### config.mk
export PLATFORM = sky130hd
export DESIGN_NAME = chan_ctx_allocator
export DESIGN_NICKNAME = d
export VERILOG_FILES = /design/src/rtl/ctx_alloc_pkg.sv /design/src/rtl/ctx_pick.sv /design/src/rtl/ctx_tracker.sv /design/src/rtl/chan_ledger.sv /design/src/rtl/chan_ctx_allocator.sv
export SDC_FILE = /design/constraint.sdc
export NUM_CORES = 1
export LEC_CHECK = 0
export ABC_AREA = 0
export BUFFER_PORTS_ARGS = -buffer_cell sky130_fd_sc_hd__buf_2
export CAP_MARGIN = 10
export CORE_ASPECT_RATIO = 1.5
export CORE_MARGIN = 2
export CORE_UTILIZATION = 40
export DETAILED_ROUTE_END_ITERATION = 8
export HOLD_SLACK_MARGIN = 0.08
export MAX_ROUTING_LAYER = met4
export PLACE_DENSITY = 0.59
export SYNTH_ARGS = -nofsm -noshare
export SYNTH_HDL_FRONTEND = slang
export SYNTH_SLANG_ARGS = --single-unit
### constraint.sdc
create_clock -name clk -period 7.8 [get_ports clk]
set_input_delay 1.56 -clock clk [delete_from_list [all_inputs] [get_ports clk]]
set_output_delay 1.56 -clock clk [all_outputs]
set_load 0.1 [all_outputs]
### src/rtl/ctx_alloc_pkg.sv
// Shared types and constants for the channel-budgeted context allocator.
// Assumes exactly three contexts; the grant preference order is fixed here.
package ctx_alloc_pkg;

    localparam int NUM_CTX = 3;

    typedef logic [1:0] ctx_idx_t;

    localparam ctx_idx_t CTX_A = 2'd0;
    localparam ctx_idx_t CTX_B = 2'd1;
    localparam ctx_idx_t CTX_C = 2'd2;

    // Preference order for grants: first entry wins when free.
    localparam ctx_idx_t GRANT_ORDER [NUM_CTX] = '{CTX_A, CTX_C, CTX_B};

    typedef enum logic [1:0] {
        ERR_NONE  = 2'd0,
        ERR_BUSY  = 2'd1,
        ERR_COUNT = 2'd2
    } rsp_err_t;

endpackage

### src/rtl/ctx_pick.sv
// Picks one free context according to the package preference order.
// Assumes free_vec is the effective free set (releases already folded in).
module ctx_pick
    import ctx_alloc_pkg::*;
#(
    parameter int N = NUM_CTX
) (
    input  logic [N-1:0] free_vec,
    output logic         found,
    output ctx_idx_t     pick
);

    // Scan from lowest preference to highest so the last hit wins.
    always_comb begin
        found = 1'b0;
        pick  = CTX_A;
        for (int k = N - 1; k >= 0; k--) begin
            if (free_vec[GRANT_ORDER[k]]) begin
                found = 1'b1;
                pick  = GRANT_ORDER[k];
            end
        end
    end

endmodule

### src/rtl/ctx_tracker.sv
// Holds the per-context held flags and sticky fault flags, decodes
// releases into a strobe, and presents the effective free set.
// Assumes grant_hit is at most one-hot and only targets free_eff contexts.
module ctx_tracker
    import ctx_alloc_pkg::*;
#(
    parameter int N = NUM_CTX
) (
    input  logic         clk,
    input  logic         rst_n,
    input  logic         rel_valid,
    input  ctx_idx_t     rel_ctx,
    input  logic [N-1:0] grant_hit,
    input  logic [N-1:0] fault_in,
    output logic [N-1:0] rel_hit,
    output logic [N-1:0] free_eff,
    output logic [N-1:0] busy_q,
    output logic [N-1:0] flag_q
);

    genvar gi;
    generate
        for (gi = 0; gi < N; gi++) begin : g_ctx
            // Release decode: only a held context is affected.
            always_comb begin
                rel_hit[gi]  = rel_valid && (rel_ctx == ctx_idx_t'(gi)) && busy_q[gi];
                free_eff[gi] = !busy_q[gi] || rel_hit[gi];
            end

            // Held flag: release clears, grant sets, release first.
            always_ff @(posedge clk) begin
                if (!rst_n)
                    busy_q[gi] <= 1'b0;
                else if (grant_hit[gi])
                    busy_q[gi] <= 1'b1;
                else if (rel_hit[gi])
                    busy_q[gi] <= 1'b0;
            end

            // Sticky fault flag: wiped on release or fresh grant, set while held.
            always_ff @(posedge clk) begin
                if (!rst_n)
                    flag_q[gi] <= 1'b0;
                else if (rel_hit[gi] || grant_hit[gi])
                    flag_q[gi] <= 1'b0;
                else if (fault_in[gi] && busy_q[gi])
                    flag_q[gi] <= 1'b1;
            end
        end
    endgenerate

endmodule

### src/rtl/chan_ledger.sv
// Keeps the shared channel budget and the count recorded per context.
// Assumes rel_hit and grant_hit are each at most one-hot and a grant never
// exceeds avail; avail already includes channels returned this cycle.
module chan_ledger
    import ctx_alloc_pkg::*;
#(
    parameter int N      = NUM_CTX,
    parameter int BUDGET = 10,
    parameter int CNT_W  = $clog2(BUDGET + 1)
) (
    input  logic             clk,
    input  logic             rst_n,
    input  logic [N-1:0]     rel_hit,
    input  logic [N-1:0]     grant_hit,
    input  logic [CNT_W-1:0] grant_cnt,
    output logic [CNT_W-1:0] avail,
    output logic [CNT_W-1:0] budget_q,
    output logic [CNT_W-1:0] cnt_q [N]
);

    logic [CNT_W-1:0] returned;
    logic             any_grant;

    // Channels coming back this cycle from the released context.
    always_comb begin
        returned  = '0;
        any_grant = |grant_hit;
        for (int i = 0; i < N; i++) begin
            if (rel_hit[i])
                returned = returned | cnt_q[i];
        end
        avail = budget_q + returned;
    end

    // Pool register: return first, then deduct a grant.
    always_ff @(posedge clk) begin
        if (!rst_n)
            budget_q <= CNT_W'(BUDGET);
        else
            budget_q <= any_grant ? (avail - grant_cnt) : avail;
    end

    genvar gi;
    generate
        for (gi = 0; gi < N; gi++) begin : g_cnt
            // Per-context recorded count.
            always_ff @(posedge clk) begin
                if (!rst_n)
                    cnt_q[gi] <= '0;
                else if (grant_hit[gi])
                    cnt_q[gi] <= grant_cnt;
                else if (rel_hit[gi])
                    cnt_q[gi] <= '0;
            end
        end
    endgenerate

endmodule

### src/rtl/chan_ctx_allocator.sv
// Top of the context allocator: validates requests, chooses a context,
// updates the shared budget and registers a one-cycle-late response.
// Assumes at most one request and one release per cycle.
module chan_ctx_allocator
    import ctx_alloc_pkg::*;
#(
    parameter int CH_BUDGET = 10,
    parameter int REQ_W     = 4,
    localparam int CNT_W    = $clog2(CH_BUDGET + 1)
) (
    input  logic             clk,
    input  logic             rst_n,
    input  logic             req_valid,
    input  logic [REQ_W-1:0] req_cnt,
    input  logic             rel_valid,
    input  logic [1:0]       rel_ctx,
    input  logic [2:0]       fault_in,
    output logic             rsp_valid,
    output logic             rsp_grant,
    output logic [1:0]       rsp_ctx,
    output logic [1:0]       rsp_err,
    output logic [2:0]       dis_strobe,
    output logic [2:0]       ctx_busy,
    output logic [2:0]       ctx_flag,
    output logic [CNT_W-1:0] budget_left
);

    logic [NUM_CTX-1:0] rel_hit;
    logic [NUM_CTX-1:0] free_eff;
    logic [NUM_CTX-1:0] grant_hit;
    logic               found;
    ctx_idx_t           pick;
    logic [CNT_W-1:0]   avail;
    logic [CNT_W-1:0]   ctx_cnt [NUM_CTX];
    logic               cnt_ok;
    logic               grant;
    rsp_err_t           err_now;

    ctx_tracker #(.N(NUM_CTX)) i_tracker (
        .clk       (clk),
        .rst_n     (rst_n),
        .rel_valid (rel_valid),
        .rel_ctx   (rel_ctx),
        .grant_hit (grant_hit),
        .fault_in  (fault_in),
        .rel_hit   (rel_hit),
        .free_eff  (free_eff),
        .busy_q    (ctx_busy),
        .flag_q    (ctx_flag)
    );

    ctx_pick #(.N(NUM_CTX)) i_pick (
        .free_vec (free_eff),
        .found    (found),
        .pick     (pick)
    );

    chan_ledger #(.N(NUM_CTX), .BUDGET(CH_BUDGET), .CNT_W(CNT_W)) i_ledger (
        .clk       (clk),
        .rst_n     (rst_n),
        .rel_hit   (rel_hit),
        .grant_hit (grant_hit),
        .grant_cnt (CNT_W'(req_cnt)),
        .avail     (avail),
        .budget_q  (budget_left),
        .cnt_q     (ctx_cnt)
    );

    // Request decision: busy beats count, count checked against the pool.
    always_comb begin
        cnt_ok = (int'(req_cnt) != 0) && (int'(req_cnt) <= CH_BUDGET)
                 && (int'(req_cnt) <= int'(avail));
        grant  = req_valid && found && cnt_ok;
        if (!found)
            err_now = ERR_BUSY;
        else if (!cnt_ok)
            err_now = ERR_COUNT;
        else
            err_now = ERR_NONE;
        grant_hit = '0;
        if (grant)
            grant_hit[pick] = 1'b1;
        dis_strobe = rel_hit;
    end

    // Response register: one response per request, one cycle late.
    always_ff @(posedge clk) begin
        if (!rst_n) begin
            rsp_valid <= 1'b0;
            rsp_grant <= 1'b0;
            rsp_ctx   <= CTX_A;
            rsp_err   <= ERR_NONE;
        end else begin
            rsp_valid <= req_valid;
            rsp_grant <= grant;
            rsp_ctx   <= grant ? pick : CTX_A;
            rsp_err   <= req_valid ? err_now : ERR_NONE;
        end
    end

endmodule

Word level (Yosys, flattened, before mapping)
Index checks and enable logic that the tools add are counted.

Bits in registers: 28. Output and inout bits: 19.

Add/sub/neg operators: 2. Order comparisons: 4. Equality and inequality tests: 2. Multiplexer cells: 27. Bitwise logic cells: 3. Reductions and logical operators: 35.

Operators with widths (number): $mux 4 (10); $logic_and 1x1->1 (14); $mux 1 (12); $or 4x4->4 (2); $logic_or 1x1->1 (6); $mux 2 (3); $reduce_bool 2->1 (3); $reduce_or 2->1 (3); $add 4x4->4 (1); $le 4x4->1 (1); $le 4x4->1 const B (1); $reduce_and 2->1 (2); $reduce_bool 4->1 (1); $sub 4x4->4 (1); $logic_not 1->1 (3); $lt 2x3->1 const B (1); $mux 3 (1); $reduce_and 3->1 (1); $reduce_or 3->1 (1); $demux 1 s2 (1); $eq 2x1->1 const B (1); $eq 2x2->1 const B (1); $ge 2x1->1 const B (1); $logic_not 2->1 (1); $not 1->1 (1).

Longest topological paths before layout
Gate-level depths: netlist of run 1.

Word-level depth: 15. Mapped depth: 19. Mapped depth without buffers: 18.

By module
From an unflattened synthesis of run 1, not the netlist that was laid out.

Cells, all modules: 177. Area, all modules: 1615.3 um^2.

Modules (own cells, without submodules): chan_ledger (times used 1, cells an instance 104, area each 954.7 um^2, seq. area each 320.3 um^2); chan_ctx_allocator (times used 1, cells an instance 39, area each 346.6 um^2, seq. area each 120.1 um^2); ctx_tracker (times used 1, cells an instance 31, area each 294.0 um^2, seq. area each 120.1 um^2); ctx_pick (times used 1, cells an instance 3, area each 20.0 um^2, seq. area each 0.0 um^2).

Worst setup path after synthesis of run 1
OpenSTA, ideal clock, no wires.

Kind: input port to flip-flop. Start point: in rel_ctx[1]. End point: reg i_tracker.flag_q[0]. Library setup time: 0.115 ns. Arrival: 5.259 ns. Data required time: 7.685 ns. Slack: 2.426 ns. Stages on the path: 17. Path buffers: 1. Cells stage by stage: nand2b_1 -> nor2_2 -> a222oi_1 -> inv_1 -> ha_1 -> a21o_1 -> a21oi_1 -> xnor2_1 -> xnor2_2 -> inv_1 -> ha_1 -> nand2_1 -> o21ai_1 -> and4b_1 -> buf_4 -> o21ai_2 -> and3_1.

RTL lines: start, declared (RTL line chan_ctx_allocator.sv:16) `input logic [1:0] rel_ctx,`; $eq 2x1->1 * (RTL line ctx_tracker.sv:26) `rel_hit[gi] = rel_valid && (rel_ctx == ctx_idx_t'(gi)) && busy_q[gi];`; $logic_and 1x1->1 * (2 in series) (RTL line ctx_tracker.sv:26); named net dis_strobe[1] (RTL line chan_ctx_allocator.sv:22) `output logic [2:0] dis_strobe,`; branches (longest 8 deep; another with $add 4x4->4); $mux 3 * (RTL line chan_ctx_allocator.sv:81) `if (grant)`; $logic_or 1x1->1 * (RTL line ctx_tracker.sv:44) `else if (rel_hit[gi] || grant_hit[gi])`; $reduce_or 2->1 (no line) *; end signal, assigned by index (RTL line ctx_tracker.sv:43) `flag_q[gi] <= 1'b0;`; end signal, assigned by index (RTL line ctx_tracker.sv:45) `flag_q[gi] <= 1'b0;`; end signal, assigned by index (RTL line ctx_tracker.sv:47) `flag_q[gi] <= 1'b1;`; end, declared (RTL line ctx_tracker.sv:18) `output logic [N-1:0] flag_q`.

Mark *: on every way through the listed nets, which the timed path passes. A chain may end at the register's enable or synchronous reset.

Worst setup path in the final report of run 1
Start point: in rel_valid. End point: reg i_ledger.cnt_q[2] (netlist bit).

Longest elaborated chain between the ends: 13.

Ends and longest elaborated chain: start, declared (RTL line chan_ctx_allocator.sv:15) `input logic rel_valid,`; $logic_and 1x1->1 (2 in series) (RTL line ctx_tracker.sv:26); $mux 4 (RTL line chan_ledger.sv:29) `if (rel_hit[i])`; $or 4x4->4 (RTL line chan_ledger.sv:30) `returned = returned | cnt_q[i];`; $mux 4 (RTL line chan_ledger.sv:29); $or 4x4->4 (RTL line chan_ledger.sv:30); $mux 4 (RTL line chan_ledger.sv:29); $add 4x4->4 (RTL line chan_ledger.sv:32) `avail = budget_q + returned;`; $le 4x4->1 (RTL line chan_ctx_allocator.sv:72) `&& (int'(req_cnt) <= int'(avail));`; $logic_and 1x1->1 (RTL line chan_ctx_allocator.sv:72); $logic_and 1x1->1 (RTL line chan_ctx_allocator.sv:73) `grant = req_valid && found && cnt_ok;`; $mux 3 (RTL line chan_ctx_allocator.sv:81); $mux 4 / $reduce_bool 2->1 (equally long branches); end signal, assigned by index (RTL line chan_ledger.sv:51) `cnt_q[gi] <= grant_cnt;`; end, declared (RTL line chan_ledger.sv:18) `output logic [CNT_W-1:0] cnt_q [N]`.

Several ways; a longest one is shown, not always the timed one.

==> results of run 1 <==
[per-layer routing]
layer / up-vias / GRT usage [%] / wire length (microns)
li1: 624 / - / -
met1: 581 / 20.6 / 1480
met2: 27 / 30.1 / 1770
met3: 2 / 2.26 / 108
met4: 0 / 5.25 / 23
met5: - / - / 0
[kinds of logic after synthesis]
logic type / share of synthesized area (%)
adders and majority gates: 8.51
AOI/OAI and AO/OA: 15.0
DFF: 37.4
and+or+nand+nor: 23.4
xor gates and xnor gates: 2.84
muxes: 6.67
buffers and inverters: 6.17
[layout by cell type, fill, tap and decap left out, types with 4 or more instances in the layout]
cell and instances:
buf_2 31, nor2_1 8, nor2b_1 6, o21a_1 5
nand3_1 9, nand2_1 12, inv_1 14, mux2i_1 10
a21oi_1 6, o21ai_0 4, ha_1 7, dfxtp_1 28
[critical path, delay by kind of cell]
kind	cells	cell delay, ns
simple gates	5	1.59
compound gates	4	1.05
fa+ha+maj	2	0.60
buf+inv	4	0.36
xor+xnor	2	0.34
mux	1	0.26
[power by group through the flow]
stage | Sequential, mW | Combinational, mW | Clock, mW
2_1_floorplan | 0.186 | 0.0357 | 0
3_3_place_gp | 0.156 | 0.0800 | 0
3_5_place_dp | 0.156 | 0.0809 | 0
4_1_cts | 0.153 | 0.0812 | 0.120
5_1_grt | 0.154 | 0.0869 | 0.124
6_report | 0.153 | 0.0809 | 0.117
[worst min path at each step]
stage | from | to
2_1_floorplan | i_ledger.cnt_q[0]$_SDFFE_PN0P_ | i_ledger.cnt_q[0]$_SDFFE_PN0P_
3_3_place_gp | i_ledger.cnt_q[11]$_SDFFE_PN0P_ | i_ledger.cnt_q[11]$_SDFFE_PN0P_
3_5_place_dp | i_ledger.cnt_q[9]$_SDFFE_PN0P_ | i_ledger.cnt_q[9]$_SDFFE_PN0P_
4_1_cts | i_ledger.cnt_q[3]$_SDFFE_PN0P_ | i_ledger.cnt_q[3]$_SDFFE_PN0P_
5_1_grt | i_ledger.cnt_q[1]$_SDFFE_PN0P_ | i_ledger.cnt_q[1]$_SDFFE_PN0P_
6_report | i_ledger.cnt_q[0]$_SDFFE_PN0P_ | i_ledger.cnt_q[0]$_SDFFE_PN0P_
[sequential cells by signal, summed over array words and instances, names as in the netlist]
name               flops
rsp_grant              1
i_tracker.busy_q       3
i_ledger.budget_q      4
rsp_ctx                2
i_ledger.cnt_q        12
i_tracker.flag_q       3
rsp_valid              1
rsp_err                2
[layout make-up]
| cell class | instances | area [sq um] | share of cell area (%) |
|---|---|---|---|
| Timing Repair Buffer | 31 | 155 | 8.86 |
| Sequential cell | 28 | 561 | 32.0 |
| Tap cell | 43 | 53.8 | 3.07 |
| Clock inverter | 1 | 30.0 | 1.72 |
| Clock buffer | 3 | 41.3 | 2.36 |
| Multi-Input combinational cell | 113 | 847 | 48.4 |
| Inverter | 16 | 62.6 | 3.57 |
==> run metrics, run 1 <==
fin crit period=5.56 ns; origin of the worst setup path=rel_valid; Clock Path Buffers=2; H-tree levels=1; Critical Path AT=5.78 ns; Total Routing Usage GR=17.5%; synthesis-stage register bit count=28; grt ovf=0; Synth top cells by count=dfxtp_1, inv_1, nand2_1, mux2i_1, nand3_1; Final Cell Area=0.00175 sq mm; Seq/Total Area, Yosys=37.4%; Worst-Margin Slew=0.706 ns; Static Leakage=0.875 nW; most numerous cell in the Yosys netlist=dfxtp_1; fraction of layout cells with a size suffix above 1=24.5%; final non-filler cell total=235; row count=27; Clock power frac=approximately 33%; Synth Cell Area=0.00150 sq mm; Reg2Reg Setup Slack=3.38 ns; # IOs=32; post-CTS sizing=0; Mean Syn Cell Area=9.26 sq um; largest net degree at the start of global routing=30; hold depth=2; critical path fanouts, max=12; R2R Path End=i_ledger.cnt_q[2]$_SDFFE_PN0P_; DRT Wirelength=3.39 mm; initial antenna violation count=0; synth warn=0; Setup TNS=0 ns; Placement Cell Area=0.00168 sq mm; Avg WL per Cell=14.4 microns; Crit. End Element=flip-flop; number of synthesized flops with an enable pin=0; post-synth top area cell=dfxtp_1; Synth area leaders=dfxtp_1, mux2i_1, ha_1; worst setup path class=input port to flip-flop; Mapped Cells=162; RSZ-0062 raised after global routing=false; Die Y=79.0 microns; Num CTS Buffers=3; CTS clk-pin slew, worst paths=0.10 ns; Post-synth ARST share=0%; fmax=~180 MHz; FF-to-FF path depth=16; dpl ws=slightly below 2 ns; root buffer cell=clkbuf_8; worst path cell trace=buf_2 > nor2b_2 > nand3b_1 > inv_2 > a222oi_1 > inv_1 > ha_1 > a21o_1 > a21oi_1 > xnor2_1 > xnor2_2 > inv_1 > ha_1 > nand2_1 > o21ai_1 > and4b_1 > nor2b_1 > mux2i_1; sw frac=approximately a third; drt pass-1 iters=4; setup ws final=2.24 ns; Final Hold Fails=0; ant diodes=0; Worst Clk Skew=0.00632 ns; worst endpoint required time=8.01 ns; via count=1234; clk sinks=28; Finished Core Util=approximately 48%; Detail Route Antenna Nets=0; DP Cell Count=231; worst setup path end=i_ledger.cnt_q[2]$_SDFFE_PN0P_; Core Box Area=0.00365 sq mm; Tcrit/Tclk final=71.3%; Top FF cell, synth=dfxtp_1; Yosys cell types=45; WHS=approximately 0.48 ns; hold buffer count at CTS=0; Starting Density=41.1%; outcome=finished, final reports clean; Syn Nets=184; Largest stage delay, worst path=0.64 ns; full die area=0.00427 sq mm; CP max-delay cell=nor2b_1; # Max-Cap Violations=0; via density per instance=between 5 and 6; Post-DP HPWL=2.65 mm; CP startpoint kind=input port; Final Wtd Congestion=0.876; sequential fraction of design power=approximately 44%; Clock Latency Late Sink=about 0.28 ns; Total Power=between 0.3 and 0.4 mW; Comb pwr share=23.1%; pwr dens=200 mW/mm^2; VDD IR-drop max=101 uV; first-pass GRT wire length=5.48 mm; Min-Delay Path Class=flip-flop to flip-flop; Layout area overhead=16.7%; fillers=approximately 350; Pint=0.240 mW; Detailed Route Iter0 Violations=68; Yosys top cell area share=about 37%; CTS tree=yes; Max Slew Vio Count=0; final setup fails=0; Max-slew headroom=52.8%; Final nets=215; vias in the first global route=1224; # DRC=0; Setup Fix Bufs, Post-CTS=0; Die Width=54.0 microns; switching pwr=0.111 mW; worst r2r src=i_tracker.busy_q[0]$_SDFFE_PN0P_; port buffer count=31
(Power assumes the default switching activity.)
==> run 2: changes to the inputs <==
- clock period: 7.8 -> 5.4 ns (I/O delays scaled with it)
==> run 2 against run 1 <==
Against the previous run: combinational power grew 47%; sequential cell count is the same; highest routed layer unchanged; first-iteration DRC count down 49%; cell count is 0.85% higher; register-to-register slack worse by 1.9 ns; cell area is 0.86% higher; sequential power up 44%; largest power group unchanged; setup slack lost 1.4 ns.
==> run metrics, run 2 (synthesized netlist as in run 1, its figures left out) <==
Total Routing Usage GR=19.5% (+2.0 points); Setup TNS=0 ns (unchanged); Num CTS Buffers=3 (unchanged); Crit. End Element=flip-flop; full die area=0.00427 sq mm (unchanged); Max-slew headroom=65.7% (+13 points); fmax=218 MHz; Critical Path AT=4.79 ns (-0.99 ns); WHS=0.484 ns (+0.00185 ns); hold depth=2 (unchanged); # Max-Cap Violations=0 (unchanged); H-tree levels=1 (unchanged); CTS tree=yes; final non-filler cell total=237 (+0.85%); Worst Clk Skew=0.00375 ns (-0.00257 ns); largest net degree at the start of global routing=30 (unchanged); drt pass-1 iters=6 (+2); Final nets=217 (+0.93%); grt ovf=0 (unchanged); Tcrit/Tclk final=about 85%; Clock Latency Late Sink=0.28 ns (about the same); root buffer cell=clkbuf_8; row count=27 (unchanged); fin crit period=4.58 ns; Starting Density=41.1% (unchanged); VDD IR-drop max=133 uV (+32%); RSZ-0062 raised after global routing=false; CP startpoint kind=input port; via density per instance=5.44 (+3.7%); hold buffer count at CTS=0 (unchanged); Die Y=79.0 microns (unchanged); first-pass GRT wire length=6.04 mm (+10%); FF-to-FF path depth=17 (+1); Worst-Margin Slew=0.515 ns (-0.191 ns); Setup Fix Bufs, Post-CTS=0 (unchanged); Static Leakage=0.885 nW (+1.2%); outcome=finished, final reports clean; critical path fanouts, max=6 (-6); initial antenna violation count=0 (unchanged); Core Box Area=0.00365 sq mm (unchanged); Total Power=0.508 mW (+45%); fraction of layout cells with a size suffix above 1=25.3% (+0.78 points); Final Hold Fails=0 (unchanged); Die Width=54.0 microns (unchanged); Detail Route Antenna Nets=0 (unchanged); ant diodes=0 (unchanged); clk sinks=28 (unchanged); # DRC=0 (unchanged); Max Slew Vio Count=0 (unchanged); vias in the first global route=1306 (+6.7%); port buffer count=31 (unchanged); post-CTS sizing=0 (unchanged); max reg flops=12 (unchanged); Min-Delay Path Class=flip-flop to flip-flop; Final Wtd Congestion=0.823 (-6.0%); CTS clk-pin slew, worst paths=0.10 ns (about the same); worst setup path class=input port to flip-flop; # IOs=32 (unchanged); Post-DP HPWL=2.80 mm (+5.7%); biggest regs=i_ledger.cnt_q x12, i_ledger.budget_q x4; Layout area overhead=17.7%; Finished Core Util=48.4% (+0.41 points); DRT Wirelength=3.58 mm (+5.5%); most common cell after layout, fill and taps aside=buf_2; DP Cell Count=233 (+0.87%); final setup fails=0 (unchanged); Detailed Route Iter0 Violations=35 (-49%); Reg with most FFs=i_ledger.cnt_q; Clock Path Buffers=2 (unchanged); commonest non-fill, non-tap cells in the layout=buf_2, dfxtp_1, inv_1; worst endpoint required time=5.61 ns (-2.40 ns); Avg WL per Cell=15.1 microns (+4.6%); pwr dens=288 mW/mm^2 (+44%); via count=1290 (+4.5%)
run 2: cell count changes in the layout (fill, tap and decap cells not counted):
cell | previous run | this run
buf_4 | 0 | 2
run 2: through the flow:
| stage | cell area (sq um) | setup slack, ns |
|---|---|---|
| global placement | 1690 | 0.603 |
| global route | 1770 | 0.515 |
| floorplan | 1500 | 0.506 |
| detailed placement | 1690 | 0.528 |
| CTS | 1770 | 0.799 |
| finish | 1770 | 0.817 |
run 2: power breakdown:
part | switching, mW | leakage, nW | internal [mW]
Sequential | 0.00584 | 0.227 | 0.215
Combinational | 0.0849 | 0.622 | 0.0336
Clock | 0.0697 | 0.0357 | 0.0993
run 2: final cells by class:
cell class | instances | area (sq um)
fill | 367 | 1880
multi-input combinational | 113 | 847
sequential | 28 | 561
timing repair buffer | 33 | 170
inverter | 16 | 62.6
tap | 43 | 53.8
clock buffer | 3 | 41.3
clock inverter | 1 | 30.0
run 2: final timing paths:
kind | startpoint | endpoint | slack, ns
hold reg to reg | i_ledger.cnt_q[8]$_SDFFE_PN0P_ | i_ledger.cnt_q[8]$_SDFFE_PN0P_ | 0.48
setup / recovery | rel_valid | i_ledger.cnt_q[0]$_SDFFE_PN0P_ | 0.82
setup reg to reg | i_tracker.busy_q[0]$_SDFFE_PN0P_ | i_ledger.cnt_q[0]$_SDFFE_PN0P_ | 1.49
hold / removal | i_ledger.cnt_q[8]$_SDFFE_PN0P_ | i_ledger.cnt_q[8]$_SDFFE_PN0P_ | 0.48
run 2: metal layers:
| metal | vias up | track usage [%] | routed length (microns) |
|---|---|---|---|
| met5 | - | - | 0 |
| met4 | 0 | 8.75 | 112 |
| met3 | 11 | 2.44 | 118 |
| met2 | 34 | 32.0 | 1860 |
| met1 | 620 | 23.1 | 1490 |
| li1 | 625 | - | - |
run 2: worst max-delay path, stage by stage:
cell and delay [ns]:
buf_2 0.11, nor2b_2 0.17, nand3b_1 0.25, inv_2 0.12
a222oi_1 0.49, inv_1 0.09, ha_1 0.28, a21o_1 0.18
a21oi_1 0.16, xnor2_1 0.18, xnor2_2 0.16, inv_1 0.06
ha_1 0.32, nand2_1 0.06, o21ai_1 0.25, and4b_1 0.30
nor2b_1 0.15, buf_4 0.18, mux2i_1 0.20
